$ cat config.mk
export PLATFORM = sky130hd
export DESIGN_NAME = packed_avg_unit
export DESIGN_NICKNAME = d
export VERILOG_FILES = /design/src/rtl/pavg_pkg.sv /design/src/rtl/avg_lane.sv /design/src/rtl/avg_datapath.sv /design/src/rtl/packed_avg_unit.sv
export SDC_FILE = /design/constraint.sdc
export NUM_CORES = 1
export LEC_CHECK = 0
export BUFFER_PORTS_ARGS = -buffer_cell sky130_fd_sc_hd__buf_2
export CELL_PAD_IN_SITES_DETAIL_PLACEMENT = 1
export CELL_PAD_IN_SITES_GLOBAL_PLACEMENT = 1
export CORE_MARGIN = 2
export CORE_UTILIZATION = 39
export CTS_CLUSTER_DIAMETER = 60
export CTS_CLUSTER_SIZE = 10
export DETAILED_ROUTE_END_ITERATION = 8
export PLACE_DENSITY_LB_ADDON = 0.25
export RECOVER_POWER = 25
export REMOVE_ABC_BUFFERS = 1
export SLEW_MARGIN = 0
export SYNTH_ARGS = -nofsm -noshare
export SYNTH_HDL_FRONTEND = slang
export SYNTH_SLANG_ARGS = --single-unit
export TNS_END_PERCENT = 100
$ cat constraint.sdc
create_clock -name clk -period 6.5 [get_ports clk]
set_clock_uncertainty 0.1 [all_clocks]
set_input_delay 0.65 -clock clk [delete_from_list [all_inputs] [get_ports clk]]
set_output_delay 0.65 -clock clk [all_outputs]
set_load 0.05 [all_outputs]
$ cat src/rtl/pavg_pkg.sv
package pavg_pkg;

    localparam int DATA_W   = 64;
    localparam int NARROW_W = 8;
    localparam int WIDE_W   = 16;
    localparam int NARROW_N = DATA_W / NARROW_W;
    localparam int WIDE_N   = DATA_W / WIDE_W;

    typedef logic [DATA_W-1:0] vec_t;

    typedef enum logic {
        LANES_NARROW = 1'b0,
        LANES_WIDE   = 1'b1
    } lane_mode_e;

    typedef struct packed {
        lane_mode_e mode;
        vec_t       a;
        vec_t       b;
    } avg_req_t;

endpackage

$ cat src/rtl/avg_lane.sv
module avg_lane #(
    parameter int W = 8
) (
    input  logic [W-1:0] a,
    input  logic [W-1:0] b,
    output logic [W-1:0] avg
);
    localparam int SUM_W = W + 1;

    logic [SUM_W-1:0] sum_ext;

    // The extra bit keeps the carry; the shift drops it into the MSB.
    always_comb begin
        sum_ext = {1'b0, a} + {1'b0, b} + SUM_W'(1);
        avg     = sum_ext[SUM_W-1:1];
    end

    // the average lies between its inputs.
    always_comb begin
        a_r9_between_inputs: assert ((avg >= ((a < b) ? a : b)) && (avg <= ((a < b) ? b : a)));
    end

endmodule

$ cat src/rtl/avg_datapath.sv
module avg_datapath
    import pavg_pkg::*;
(
    input  avg_req_t req,
    output vec_t     res
);
    vec_t res_narrow;
    vec_t res_wide;

    // Eight independent byte lanes.
    for (genvar i = 0; i < NARROW_N; i++) begin : g_narrow
        avg_lane #(.W(NARROW_W)) u_lane (
            .a   (req.a[i*NARROW_W +: NARROW_W]),
            .b   (req.b[i*NARROW_W +: NARROW_W]),
            .avg (res_narrow[i*NARROW_W +: NARROW_W])
        );
    end

    // Four independent 16-bit lanes.
    for (genvar j = 0; j < WIDE_N; j++) begin : g_wide
        avg_lane #(.W(WIDE_W)) u_lane (
            .a   (req.a[j*WIDE_W +: WIDE_W]),
            .b   (req.b[j*WIDE_W +: WIDE_W]),
            .avg (res_wide[j*WIDE_W +: WIDE_W])
        );
    end

    always_comb begin
        res = (req.mode == LANES_WIDE) ? res_wide : res_narrow;
    end

    // equal operands come back unchanged in either mode.
    always_comb begin
        a_r7_equal_operands: assert ((req.a != req.b) || (res == req.a));
    end

endmodule

$ cat src/rtl/packed_avg_unit.sv
module packed_avg_unit
    import pavg_pkg::*;
(
    input  logic        clk,
    input  logic        rst,
    input  logic        in_valid,
    input  logic        in_mode,
    input  logic [63:0] in_a,
    input  logic [63:0] in_b,
    output logic        out_valid,
    output logic [63:0] out_data
);
    avg_req_t req;
    vec_t     comb_res;

    always_comb begin
        req.mode = lane_mode_e'(in_mode);
        req.a    = in_a;
        req.b    = in_b;
    end

    avg_datapath u_datapath (
        .req (req),
        .res (comb_res)
    );

    // single output stage, loads only on in_valid.
    always_ff @(posedge clk) begin
        if (rst) begin
            out_valid <= 1'b0;
            out_data  <= '0;
        end else begin
            out_valid <= in_valid;
            if (in_valid) begin
                out_data <= comb_res;
            end
        end
    end

    a_r2_valid_follows: assert property (@(posedge clk) disable iff (rst)
        in_valid |=> out_valid);

    a_r2_idle_follows: assert property (@(posedge clk) disable iff (rst)
        !in_valid |=> !out_valid);

    a_r8_hold_when_idle: assert property (@(posedge clk) disable iff (rst)
        !in_valid |=> $stable(out_data));

endmodule

# [Yosys cells after proc, flatten, opt, wreduce, memory -nomap -nowiden]
# Index checks and enable logic that the tools add are counted.
[word_totals] in_bits=132 ff_bits=65 output_inout_bits=65 wordCells=27
[classes] n_addsub=24 mux=1
[op_table] op="adder 8 x 8 -> 9 bit" count=8
[op_table] op="adder 9 x 1 -> 9 bit, second input constant" count=8
[op_table] op="adder 16 x 16 -> 17 bit" count=4
[op_table] op="adder 17 x 1 -> 17 bit, second input constant" count=4
[op_table] op="2-to-1 mux 64 bit" count=1

# [Logic depth before layout (Yosys ltp)]
[depth] depth_word=3 ltp_mapped=11 mapped_depth_nobuf=11

# [By module]
# A second synthesis with hierarchy kept.
[hier_totals] hier_cells=1036 area_unflattened_um2=9187.6
[by_module_without_submodules] mod="packed_avg_unit" area_each_um2=2311.0 seq_area_each_um2=1301.2 instances=1 cells_per_inst=208
[by_module_without_submodules] mod="avg_lane (u_datapath.g_wide[2].u_lane ...)" area_each_um2=844.6 seq_area_each_um2=0.0 instances=2 cells_per_inst=108
[by_module_without_submodules] mod="avg_lane (u_datapath.g_narrow[3].u_lane ...)" area_each_um2=322.8 seq_area_each_um2=0.0 instances=5 cells_per_inst=42
[by_module_without_submodules] mod="avg_datapath" area_each_um2=1077.3 seq_area_each_um2=0.0 instances=1 cells_per_inst=71
[by_module_without_submodules] mod="avg_lane (u_datapath.g_narrow[0].u_lane ...)" area_each_um2=321.6 seq_area_each_um2=0.0 instances=3 cells_per_inst=42
[by_module_without_submodules] mod="avg_lane (u_datapath.g_wide[0].u_lane)" area_each_um2=774.5 seq_area_each_um2=0.0 instances=1 cells_per_inst=106
[by_module_without_submodules] mod="avg_lane (u_datapath.g_wide[1].u_lane)" area_each_um2=757.0 seq_area_each_um2=0.0 instances=1 cells_per_inst=99

# [Worst setup path before layout]
# No wires, ideal clock.
[synth_path] kind="input -> register" from="input port in_b[48]" to="register out_data[61]" setup_slack_ps=2947 t_required_ps=6283 n_path_buf=0 cell_stages=9 setup_ps=117 t_arrival_ps=3335 cell_sequence="or2_2 -> fa_1 -> a21o_1 -> a41o_1 -> or4b_4 -> a2111oi_4 -> nor3_1 -> or3_1 -> a32o_1"
[synth_between] elab_chain_cells=3
[synth_rtl] item="start: declaration" line="packed_avg_unit.sv:9" text="input logic [63:0] in_b,"
[synth_rtl] item="adder 16 x 16 -> 17 bit" line="avg_lane.sv:14" text="sum_ext = {1'b0, a} + {1'b0, b} + SUM_W'(1);"
[synth_rtl] item="adder 17 x 1 -> 17 bit" line="avg_lane.sv:14"
[synth_rtl] item="2-to-1 mux 64 bit" line="avg_datapath.sv:29" text="res = (req.mode == LANES_WIDE) ? res_wide : res_narrow;"
[synth_rtl] item="end signal: assignment" line="packed_avg_unit.sv:35" text="out_data <= comb_res;"
[synth_rtl] item="end: declaration" line="packed_avg_unit.sv:11" text="output logic [63:0] out_data"
# Every way passes these cells.
# A chain may end at the register's enable or synchronous reset.

# [Final worst setup path]
# Ends and elaborated chain as after synthesis.

==> out/results.tsv <==
metric	value	unit
Post-DRT Antenna Nets	0	
area leader, netlist	dfxtp_1	
final RePlAce weighted congestion	0.9085	
Netlist cell types	63	
VDD IR max	110.1	µV
Antenna diodes	0	
Fin Hold WS	355.5	ps
DR vias	5639	
CTS tree	yes	
Synth warnings	0	
CTS HTree Levels	3	
Routed WL per cell	17.09	µm
Initial DRT Pass Iterations	4	
DRT Wirelength	17290	µm
outcome	finished clean	
Commonest cells post-synth	78 x nor2_1, 65 x dfxtp_1, 64 x ha_1	
sequential fraction of the synthesis area	0.2444	
Total GRT Usage	0.2398	
# nets final	1038	
clk root buf	clkbuf_16	
Remaining DRCs	0	
Post-CTS Setup Bufs	0	
I/O Buffers	196	
Tmin final	3472	ps
synthesized instance count	646	
fin. max-slew vios	0	
grt ovf	0	
initial antenna violation count	2	
area grow syn2layout	25.22	%
area of the core	13300	µm²
top_reg_cell synth	dfxtp_1	
P per Cell Area	230.3	nW/µm²
DP Area	6439	µm²
Seq cells post-synth	65	
dpl hpwl	13610	µm
pin count of the biggest net entering global routing	48	
CTS buffer count	9	
Crit Path Max Fanout	4	
fin cells	1012	
syn_area_per_cell	8.241	µm²
total power	1.535	mW
placed cell count	999	
HP Class	reg2reg	
Pleak	3.168	nW
die area	14600	µm²
worst skew pair latency	340	ps
initial drt markers	278	
Post-CTS Resized	0	
clk buf depth	2	
most common cell in the netlist	nor2_1	
Max Freq	288.0	MHz
worst path required time	6620	ps
fraction of layout cells with a size suffix above 1	0.2321	
Worst-path clk slew	50	ps
Slew @ Worst Pin	996.7	ps
hold-fix buffer count after cts	0	
clock sink count	65	
ys async rst share	0	
final hold vios	0	
reg2reg setup slack	5470	ps
Finished Cell Area	6666	µm²
row cnt	42	
# Max-Cap Violations	0	
Slew HR	0.3271	
Post-synth EDFFs	0	
top cell type's share of synthesized area	0.2444	
Setup TNS	0	ps
fin crit share	0.5342	
Die X	120.8	µm
vias in the first global route	5926	
Crit path arrival time	3590	ps
CP endpoint kind	flip-flop	
crit start category	input pin	
IO Count	197	
Die Y-Extent	120.8	µm
Finish-stage setup viols	0	
first-pass GRT wire length	28060	µm
largest cells by area after synthesis	dfxtp_1 24%, ha_1 15%, nor2_1 5.5%, a21oi_1 4.1%, mux2i_1 4.1%	
Initial Utilization	0.4004	
Via density	5.572	
worst setup path class	in2reg	
RSZ-0062 raised after global routing	false	
area of the mapped netlist	5324	µm²
## registers in the layout, summed over array words and instances, names as in the netlist
register / flops
out_data: 64
out_valid: 1
## cells by family (layout without fill, tap and decap cells)
group,after synthesis,in the layout,synth area share
AND/OR/NAND/NOR,206,206,0.1838
adder cells (fa/ha/maj),72,72,0.1805
XOR/XNOR,33,33,0.05429
multiplexers,22,22,0.04136
flip-flops,65,65,0.2444
buffers and inverters,45,235,0.03713
AO/OA/AOI/OAI,203,203,0.2585
## worst paths after layout
check	startpoint	end	depth (start not counted)
hold reg to reg	out_data[11]$_SDFFE_PP0P_	out_data[11]$_SDFFE_PP0P_	2
setup / recovery	in_b[48]	out_data[61]$_SDFFE_PP0P_	10
setup reg to reg	out_data[46]$_SDFFE_PP0P_	out_data[46]$_SDFFE_PP0P_	3
hold / removal	out_data[11]$_SDFFE_PP0P_	out_data[11]$_SDFFE_PP0P_	2
## layout by cell type, fill, tap and decap left out, drive strengths merged, types with 6 or more instances in the layout
cell type and n:
buf 168, a31oi 6, mux2i 22, ha 64, o21ai 40, o211ai 6, and3 7, nand2 44
fa 8, a211oi 22, xor2 11, or3 6, nor2b 6, clkbuf 43, or2 8, a21oi 44
dfxtp 65, a21o 25, o21a 8, nor2 78, xnor2 22, nor3 16, inv 21, nand3 12
## metrics by stage
step / setup WS [ps] / utilization
CTS: 3045 / 0.5043
finish: 3028 / 0.5014
floorplan: 2947 / -
global placement: 2726 / 0.4843
detailed placement: 2698 / 0.4843
global route: 2915 / 0.5014
## worst max-delay path, cell delays in order
cell and delay, ps:
buf_2 110, or2_2 300, fa_1 400, a21o_1 210
a41o_1 260, or4b_4 520, a2111oi_4 440, nor3_1 100
or3_1 360, a32o_1 240
## cell type report
type / count / area [µm²]
tap: 176 / 220.2
multi-input combinational: 536 / 3827
fill: 1729 / 6629
timing repair buffer: 199 / 964.7
clock buffer: 12 / 236.5
sequential: 65 / 1301
inverter: 23 / 86.33
clock inverter: 1 / 30.03
## routing by layer
layer,global-route usage,vias up,share of wire
li1,-,2758,-
met1,0.2774,2664,0.43
met2,0.4143,171,0.47
met3,0.06274,42,0.071
met4,0.1047,4,0.032
met5,0,-,0.0016
## report_power, final
| part | total [mW] | switching, mW | leakage (nW) | internal [mW] |
|---|---|---|---|---|
| Combinational | 0.611 | 0.399 | 2.50 | 0.212 |
| Sequential | 0.465 | 0.0229 | 0.538 | 0.442 |
| Clock | 0.460 | 0.169 | 0.129 | 0.291 |
| Total | 1.54 | 0.591 | 3.17 | 0.944 |
No activity file was read; power rests on OpenSTA's default activity.
